`src/rtl/vint_pkg.sv`:
```
package vint_pkg;
  parameter int unsigned VINT_NSRC = 21;

  typedef enum logic [1:0] {
    REG_MODE = 2'd0,
    REG_MASK = 2'd1,
    REG_SRC  = 2'd2,
    REG_INT  = 2'd3
  } vint_reg_e;
endpackage

```
`src/rtl/vint_rsync.sv`:
```
module vint_rsync (
  input  logic clk,
  input  logic rst_n,
  output logic rst_n_s
);
  logic stage_q;

  always_ff @(posedge clk or negedge rst_n) begin
    if (!rst_n) begin
      stage_q <= 1'b0;
      rst_n_s <= 1'b0;
    end else begin
      stage_q <= 1'b1;
      rst_n_s <= stage_q;
    end
  end
endmodule

```
`src/rtl/vint_capture.sv`:
```
module vint_capture #(
  parameter int unsigned N = 21
) (
  input  logic         clk,
  input  logic         rst_n,
  input  logic [N-1:0] req_i,
  output logic [N-1:0] req_q
);
  always_ff @(posedge clk or negedge rst_n) begin
    if (!rst_n) req_q <= '0;
    else        req_q <= req_i;
  end
endmodule

```
`src/rtl/vint_srcpnd.sv`:
```
module vint_srcpnd #(
  parameter int unsigned N = 21
) (
  input  logic         clk,
  input  logic         rst_n,
  input  logic [N-1:0] set_i,
  input  logic         clr_en_i,
  input  logic [N-1:0] clr_bits_i,
  output logic [N-1:0] pend_q
);
  logic [N-1:0] pend_d;

  // set wins over a simultaneous clear
  always_comb begin
    pend_d = pend_q;
    if (clr_en_i) pend_d = pend_d & ~clr_bits_i;
    pend_d = pend_d | set_i;
  end

  always_ff @(posedge clk or negedge rst_n) begin
    if (!rst_n) pend_q <= '0;
    else        pend_q <= pend_d;
  end
endmodule

```
`src/rtl/vint_pick.sv`:
```
module vint_pick #(
  parameter int unsigned N = 21
) (
  input  logic [N-1:0] vec_i,
  output logic [N-1:0] pick_o
);
  // lowest index wins
  for (genvar g = 0; g < N; g++) begin : g_bit
    if (g == 0) begin : g_first
      assign pick_o[g] = vec_i[g];
    end else begin : g_rest
      assign pick_o[g] = vec_i[g] & ~(|vec_i[g-1:0]);
    end
  end
endmodule

```
`src/rtl/vint_ctrl.sv`:
```
module vint_ctrl
  import vint_pkg::*;
#(
  parameter int unsigned NSRC = VINT_NSRC
) (
  input  logic            clk,
  input  logic            rst_n,
  input  logic [NSRC-1:0] req_i,
  input  logic            bus_sel_i,
  input  logic            bus_wr_i,
  input  logic [1:0]      bus_addr_i,
  input  logic [NSRC-1:0] bus_wdata_i,
  output logic [NSRC-1:0] bus_rdata_o,
  output logic            irq_o,
  output logic            nmi_o
);
  logic            rst_n_s;
  logic [NSRC-1:0] req_q;
  logic [NSRC-1:0] src_q;
  logic [NSRC-1:0] mode_q, mode_d;
  logic [NSRC-1:0] mask_q, mask_d;
  logic [NSRC-1:0] int_q, int_d;
  logic [NSRC-1:0] nmi_sel;
  logic [NSRC-1:0] elig;
  logic [NSRC-1:0] win;
  logic            wr_mode, wr_mask, wr_src, wr_int;
  vint_reg_e       reg_sel;

  assign reg_sel = vint_reg_e'(bus_addr_i);
  assign wr_mode = bus_sel_i & bus_wr_i & (reg_sel == REG_MODE);
  assign wr_mask = bus_sel_i & bus_wr_i & (reg_sel == REG_MASK);
  assign wr_src  = bus_sel_i & bus_wr_i & (reg_sel == REG_SRC);
  assign wr_int  = bus_sel_i & bus_wr_i & (reg_sel == REG_INT);

  vint_rsync u_rsync (
    .clk     (clk),
    .rst_n   (rst_n),
    .rst_n_s (rst_n_s)
  );

  vint_capture #(.N(NSRC)) u_capture (
    .clk   (clk),
    .rst_n (rst_n_s),
    .req_i (req_i),
    .req_q (req_q)
  );

  vint_srcpnd #(.N(NSRC)) u_srcpnd (
    .clk        (clk),
    .rst_n      (rst_n_s),
    .set_i      (req_q),
    .clr_en_i   (wr_src),
    .clr_bits_i (bus_wdata_i),
    .pend_q     (src_q)
  );

  vint_pick #(.N(NSRC)) u_nmi_pick (
    .vec_i  (mode_q),
    .pick_o (nmi_sel)
  );

  assign elig = src_q & ~mask_q & ~nmi_sel;

  vint_pick #(.N(NSRC)) u_irq_pick (
    .vec_i  (elig),
    .pick_o (win)
  );

  always_comb begin
    mode_d = mode_q;
    mask_d = mask_q;
    if (wr_mode) mode_d = bus_wdata_i;
    if (wr_mask) mask_d = bus_wdata_i;
  end

  always_comb begin
    if (int_q == '0) begin
      int_d = win;
    end else begin
      int_d = int_q;
      if (wr_int) int_d = int_q & ~bus_wdata_i;
    end
  end

  always_ff @(posedge clk or negedge rst_n_s) begin
    if (!rst_n_s) begin
      mode_q <= '0;
      mask_q <= '1;
      int_q  <= '0;
    end else begin
      mode_q <= mode_d;
      mask_q <= mask_d;
      int_q  <= int_d;
    end
  end

  always_comb begin
    bus_rdata_o = '0;
    if (bus_sel_i && !bus_wr_i) begin
      unique case (reg_sel)
        REG_MODE: bus_rdata_o = mode_q;
        REG_MASK: bus_rdata_o = mask_q;
        REG_SRC:  bus_rdata_o = src_q;
        REG_INT:  bus_rdata_o = int_q;
        default:  bus_rdata_o = '0;
      endcase
    end
  end

  assign irq_o = |int_q;
  assign nmi_o = |(src_q & nmi_sel);
endmodule

```
`config.mk`:
```
export PLATFORM = sky130hd
export DESIGN_NAME = vint_ctrl
export DESIGN_NICKNAME = d
export VERILOG_FILES = /design/src/rtl/vint_pkg.sv /design/src/rtl/vint_rsync.sv /design/src/rtl/vint_capture.sv /design/src/rtl/vint_srcpnd.sv /design/src/rtl/vint_pick.sv /design/src/rtl/vint_ctrl.sv
export SDC_FILE = /design/constraint.sdc
export NUM_CORES = 1
export LEC_CHECK = 0
export ABC_AREA = 1
export BUFFER_PORTS_ARGS = -buffer_cell sky130_fd_sc_hd__buf_2
export CAP_MARGIN = 20
export CORE_ASPECT_RATIO = 1.2
export CORE_UTILIZATION = 30
export DETAILED_ROUTE_END_ITERATION = 12
export MAX_ROUTING_LAYER = met4
export PLACE_DENSITY = 0.56
export SLEW_MARGIN = 20
export SYNTH_ARGS = -nofsm -noshare
export SYNTH_HDL_FRONTEND = slang
export SYNTH_SLANG_ARGS = --single-unit
```
`constraint.sdc`:
```
create_clock -name clk -period 8.4 [get_ports clk]
set_input_delay 0.84 -clock clk [delete_from_list [all_inputs] [get_ports clk]]
set_output_delay 0.84 -clock clk [all_outputs]
set_load 0.02 [all_outputs]
```
## Yosys cells after proc, flatten, opt, wreduce, memory -nomap -nowiden

Cells that the tools add are included.

| operators by class | value |
|---|---|
| eq/ne operators | 3 |
| multiplexer cells | 5 |
| bitwise logic cells | 94 |
| reductions and logical operators | 45 |

Operators by type and width:

| operator | count |
|---|---|
| $and A21 B21 Y21 | 5 |
| $mux W21 | 4 |
| $pmux W21 S4 | 1 |
| $not A21 Y21 | 3 |
| $and A1 B1 Y1 | 45 |
| $reduce_or A21 Y1 | 2 |
| $not A1 Y1 | 40 |
| $reduce_or A20 Y1 | 2 |
| $reduce_or A19 Y1 | 2 |
| $reduce_or A18 Y1 | 2 |
| $reduce_or A17 Y1 | 2 |
| $reduce_or A16 Y1 | 2 |
| $reduce_or A15 Y1 | 2 |
| $reduce_or A14 Y1 | 2 |
| $reduce_or A13 Y1 | 2 |
| $reduce_or A12 Y1 | 2 |
| $reduce_or A11 Y1 | 2 |
| $logic_not A21 Y1 | 1 |
| $or A21 B21 Y21 | 1 |
| $reduce_or A10 Y1 | 2 |
| $reduce_or A9 Y1 | 2 |
| $reduce_or A8 Y1 | 2 |
| $reduce_or A7 Y1 | 2 |
| $reduce_or A6 Y1 | 2 |
| 10 further kinds | 15 |

| storage, ports and cells | value |
|---|---|
| register bits | 107 |
| output and inout bits | 23 |
| logic and storage cells | 154 |

## Logic depth before layout (Yosys ltp)

Gate-level depths: netlist (run 1).

| logic depth | value |
|---|---|
| depth in word-level cells | 9 |
| mapped depth | 12 |

## Modules after synthesis

From an unflattened synthesis (run 1), not the netlist that was laid out.

| second synthesis, totals | value |
|---|---|
| cells, all modules | 702 |
| area, all modules | 5,480.3 um^2 |

By module, submodules not included:

| module | times used | cells an instance | area each (um^2) | sequential area each (um^2) |
|---|---|---|---|---|
| vint_ctrl | 1 | 445 | 3,379.5 | 1,602.8 |
| vint_srcpnd | 1 | 107 | 863.3 | 525.5 |
| vint_pick | 2 | 63 | 329.1 | 0.0 |
| vint_capture | 1 | 21 | 525.5 | 525.5 |
| vint_rsync | 1 | 3 | 53.8 | 50.0 |

## Worst setup path before layout (run 1)

OpenSTA, ideal clock, no wires.

| timing | value |
|---|---|
| path type | input-to-output |
| start | input port bus_addr_i[1] |
| end | output port bus_rdata_o[16] |
| arrival time | 2,296 ps |
| slack | 5,264 ps |
| stages | 6 |
| path buffers | 2 |
| cells stage by stage | buf_2 -> inv_1 -> nor2_1 -> buf_2 -> nand2_1 -> a221oi_1 |

| on the way | value |
|---|---|
| cells in the longest elaborated chain, start to end | 3 |

Ends and longest elaborated chain:

| what | line | RTL |
|---|---|---|
| from (decl) | vint_ctrl.sv:11 | `input logic [1:0] bus_addr_i,` |
| $eq A2 B2 Y1 (tied with other cells) | vint_ctrl.sv:100 | `unique case (reg_sel)` |
| $pmux W21 S4 (*) | vint_ctrl.sv:100 |  |
| $mux W21 (*) | vint_ctrl.sv:99 | `if (bus_sel_i && !bus_wr_i) begin` |
| to (decl) | vint_ctrl.sv:13 | `output logic [NSRC-1:0] bus_rdata_o,` |

Every way passes the cells marked *; elsewhere a longest branch is shown, timed or not.

## Worst setup path after layout (run 1)

| timing | value |
|---|---|
| start | input port bus_addr_i[1] |
| end | output port bus_rdata_o[0] |

The elaborated chain is that of the path after synthesis.

==> results of run 1 <==
area by class of cell:
class | instances | area, µm² | share of cell area (%)
multi-input cells | 418 | 2150 | 34.9
flip-flops and latches | 107 | 2710 | 44.0
clock inverters | 5 | 55.1 | 0.895
repair buffers | 77 | 407 | 6.61
inverters | 88 | 330 | 5.37
clock buffers | 11 | 233 | 3.78
well taps | 216 | 270 | 4.39
power by group through the flow:
stage                     registers, W  clock network [W]  logic (W)
after global placement        0.000661                  0   0.000254
final                         0.000653           0.000425   0.000256
after detailed placement      0.000660                  0   0.000257
after global routing          0.000662           0.000457   0.000290
after CTS                     0.000652           0.000439   0.000258
after floorplan               0.000647                  0   0.000182
worst max-delay path, stage by stage:
cell      delay (ps)
buf_2            180
inv_1            140
nor2_1           540
buf_4            330
inv_1            150
o21ai_0          200
a211oi_1          70
a211oi_1         180
buf_2            220
layer usage:
metal	vias to the layer above	part of all wire [%]	global-route usage [%]
met5	-	0	-
met4	0	1.4	5.00
met3	21	6.3	4.51
met2	168	49	29.9
met1	2182	43	23.5
li1	2235	-	-
synth_stat cells (all sizes together) (3+ instances only):
cell,n
nand2,116
inv,88
dfrtp,86
nor2,86
o21ai,80
nand3,29
dfstp,21
a221oi,19
clkbuf,19
o21bai,17
nor3,15
a21oi,13
a211oi,9
nand4,6
o22ai,5
buf,4
o31ai,4
o221ai,3
o41ai,3
sequential cells by signal (all words and copies together) (netlist names):
signal           count
int_q               21
u_srcpnd.pend_q     21
u_rsync.stage_q      1
mask_q              21
u_capture.req_q     21
mode_q              21
u_rsync.rst_n_s      1
through the flow:
step | worst slack, ps | area [µm²]
floorplan | 5240 | 5290
detailed placement | 4700 | 5860
global placement | 4730 | 5860
finish | 4700 | 6150
global route | 4560 | 6150
CTS | 4700 | 6150
final timing paths:
kind                                  from             endpoint  slack (ps)  depth (start not counted)
min                        u_rsync.rst_n_s   u_capture.req_q[6]         240                          0
min in group clk           u_rsync.stage_q      u_rsync.rst_n_s         360                          0
max reg2reg                      mode_q[0]            int_q[19]        6320                         11
max in group asynchronous  u_rsync.rst_n_s  u_srcpnd.pend_q[14]        7080                          1
max                          bus_addr_i[1]       bus_rdata_o[0]        4700                          9
min reg2reg                u_rsync.rst_n_s   u_capture.req_q[6]         240                          0
cell families (layout without fill, tap and decap cells):
group / count (synthesis) / after routing / synth area share [%]
other: 1 / 1 / 0.0710
AND/OR/NAND/NOR: 258 / 258 / 21.9
AO/OA/AOI/OAI: 159 / 159 / 18.7
buffers and inverters: 111 / 181 / 8.17
flip-flops: 107 / 107 / 51.2
==> impl_metrics.ini, run 1 <==
[min_path]
hold_path.class = reg2async

[floorplanning]
rows = 52
dieArea_mm2 = 0.0182
die_y_um = 147
die_x_um = 123
design.portCount = 71
core_mm2 = 0.0170
floorplan.initialDensity_pct = 31.0

[layout]
fillers = 1833
final_common_cell = nand2_1
fin_cells = 922
areaGrowthSynthToFinish_pct = 16.4
antenna_cells = 0
drive_gt1_share_pct = 19.3
final_cell_mix = nand2_1 (111), inv_1 (85), dfrtp_1 (85), nor2_1 (77), o21ai_0 (76)
final_nets = 749
final_util_pct = 36.1

[drt]
wl_per_cell_um = 16.8
vias_per_cell = 5.00
final_antenna_net_count = 0
wl_mm = 15.5
vias = 4606
drc_errors = 0
first_pass_iters = 6
drtIter0Drc = 345

[clock_tree]
numCtsBuffers = 9
cts.sinks = 107
path_clk_slew_ps = 70
clk_latency_ps = 360
clockBufferDepth = 2
cts_setup_buffers = 0
tritoncts = done
hold_buffers = 0
cts_max_level = 3
clockRootBuffer = clkbuf_16
ctsResizeCount = 0

[sta]
whs_ps = 236
drv_slew = 0
rsz0062_at_grt = false
worstMarginPinSlew_ps = 967
skew_ps = 7.97
setup_viol = 0
finalCritPeriodShare_pct = 44.0
hold_viol = 0
relSlewSlack_pct = 35.4
setup-tns-final_ps = 0
clock.fmax_mhz = 270
finalCriticalPeriod_ps = 3700

[pwr]
p_clk_share_pct = 31.9
combPwrFrac_pct = 19.2
powerDensity_mw_per_mm2 = 217
p_switching_w = 0.000420
seqPwrFrac_pct = 48.9
swShare_pct = 31.5
max-vdd-ir-drop_uv = 102
p_leak_nw = 3.02
internal-power_w = 0.000914
total_power_w = 0.00133

[grt]
grt_usage_pct = 18.7
grt_start_max_net_pins = 81
grt_pass1_wl_mm = 24.7
grt_overflow_total = 0
first_global_vias = 4623
antenna_found_initial = 0

[outcome]
status = finished, final reports clean

[setup_path]
arrival_ps = 2860
crit_fanout = 10
critPathCaptureType = output port
worstSetupStartpointType = input pin
crit_required_ps = 7560
crit_type = in2out

[logic_synthesis]
syn_inst = 636
avgSynthCellArea_um2 = 8.31
synth.distinct_cells = 38
ys.flop_type = dfrtp_1
ys_seq_area_share_pct = 51.2
synth_area_mm2 = 0.00529
yosys_warnings = 0
yosys-top-cells-area = dfrtp_1 (41%), dfstp_2 (10%), nand2_1 (7.9%), o21ai_0 (7.2%), inv_1 (6.0%)
ys_ff_latch = 107
synth_top_cell_area_share_pct = 40.7
synth_nets = 684
synth_top_area_cell = dfrtp_1
synth_edf_count = 0
async_flop_share_pct = 100

[placed_design]
globalplace.congestion = 0.898
dpl.cell_count = 906
portBuffers = 70
place_hpwl_mm = 10.9

[job]
maxCapViolCount = 0
(Power assumes the default switching activity.)
==> run 2, diff against run 1 <==
==> constraint.sdc (replaced) <==
create_clock -name clk -period 3.77 [get_ports clk]
set_input_delay 0.377 -clock clk [delete_from_list [all_inputs] [get_ports clk]]
set_output_delay 0.377 -clock clk [all_outputs]
set_load 0.02 [all_outputs]
==> impl_metrics.ini, run 2 (synthesized netlist as in run 1, its figures left out) <==
[placed_design]
place_hpwl_mm = 11.1
globalplace.congestion = 0.876
dpl.cell_count = 907
portBuffers = 70
dpl_cell_area_mm2 = 0.00588

[grt]
grt_start_max_net_pins = 54
antenna_found_initial = 0
grt_usage_pct = 18.8
first_global_vias = 4565
grt_overflow_total = 0
grt_pass1_wl_mm = 24.8

[setup_path]
ff2ff_setup_slack_ps = 1580
max_stage_delay_ps = 440
crit_fanout = 5
cp_common_cell = nand2_1
critPathCaptureType = output port
worstSetupStartpointType = register
r2r-start = int_q[4]
crit_required_ps = 3390
cp_cell_sequence = nor2_2, nand2_1, nor2_1, nand2_1, nor3_1, nand3_1, nand2_1, a21oi_1, nand2_1, buf_2
crit_slowest_cell = dfrtp_1
worstSetupEndpoint = nmi_o
r2r_end = int_q[19]
critPathLaunch = mode_q[8]
r2r_cells = 9
crit_type = reg2out
arrival_ps = 2360

[drt]
wl_per_cell_um = 16.9
drtIter0Drc = 287
final_antenna_net_count = 0
vias = 4614
drc_errors = 0
vias_per_cell = 4.99
first_pass_iters = 5
wl_mm = 15.6

[sta]
setup_viol = 0
worstMarginPinSlew_ps = 978
setup-tns-final_ps = 0
rsz0062_at_grt = false
drv_slew = 0
hold_viol = 0
finalCritPeriodShare_pct = 72.7
finalCriticalPeriod_ps = 2740
relSlewSlack_pct = 34.7
clock.fmax_mhz = 365
skew_ps = 4.52

[layout]
final_cell_area_mm2 = 0.00627
final_common_cell = nand2_1
final_util_pct = 36.8
final_nets = 751
final_cell_mix = nand2_1 (111), inv_1 (85), dfrtp_1 (85), nor2_1 (77), o21ai_0 (76)
areaGrowthSynthToFinish_pct = 18.6
drive_gt1_share_pct = 19.5
fin_cells = 924
antenna_cells = 0

[clock_tree]
clockRootBuffer = clkbuf_16
path_clk_slew_ps = 70
clk_latency_ps = 360
cts_max_level = 3
clockBufferDepth = 2
numCtsBuffers = 9
tritoncts = done
cts.sinks = 107
ctsResizeCount = 0

[floorplanning]
rows = 52
core_mm2 = 0.0170
floorplan.initialDensity_pct = 31.0
die_x_um = 123
dieArea_mm2 = 0.0182
design.portCount = 71
die_y_um = 147

[min_path]
hold_path.class = in2reg
hold-path-cell-count = 1

[pwr]
p_leak_nw = 3.08
powerDensity_mw_per_mm2 = 514
max-vdd-ir-drop_uv = 233

[outcome]
status = finished, final reports clean

[job]
maxCapViolCount = 0
## run 2: how the worst min path moves through the flow
stage,startpoint,endpoint,slack (ps)
global placement,rst_n,u_rsync.stage_q,160
global route,req_i[7],u_capture.req_q[7],110
finish,req_i[4],u_capture.req_q[4],120
detailed placement,rst_n,u_rsync.stage_q,160
floorplan,rst_n,u_rsync.rst_n_s,80
CTS,req_i[4],u_capture.req_q[4],110
## run 2: per-layer routing
metal / wire length [µm] / GRT usage (%)
met2: 7670 / 30.1
met5: 0 / -
met3: 913 / 2.97
met1: 6800 / 24.2
met4: 245 / 6.02
## run 2: final cells by class
cell class | instances | area, µm²
clock buffers | 12 | 256
clock inverters | 4 | 120
fillers | 1838 | 10800
inverters | 88 | 330
multi-input cells | 418 | 2150
flip-flops and latches | 107 | 2710
well taps | 216 | 270
repair buffers | 79 | 433
## run 2: worst max-delay path, delay by kind of cell (launching register included)
family                 cells  cell delay [ps]
flip-flops                 1              440
AND/OR/NAND/NOR            8             1370
AO/OA/AOI/OAI              1               40
buffers and inverters      1              160
## run 2: metrics by stage
step	power [W]	worst slack, ps	hold slack, ps
floorplan	0.00185	605	81.4
global route	0.00338	828	106
CTS	0.00324	1000	111
finish	0.00322	1030	117
detailed placement	0.00205	1320	164
global placement	0.00204	1270	164
## run 2: report_power, final
part / leakage [nW] / switching [W] / internal [W]
sequential: 1.20 / 0.000137 / 0.00132
clock: 0.183 / 0.000439 / 0.000753
combinational: 1.69 / 0.000369 / 0.000202
total: 3.08 / 0.000945 / 0.00228
## run 2: what timing repair did
| action | 4_1_cts | 5_1_grt |
|---|---|---|
| hold endpoints to repair | 2 | 0 |
| hold buffers | 1 | 0 |
| setup buffers | 0 | 0 |
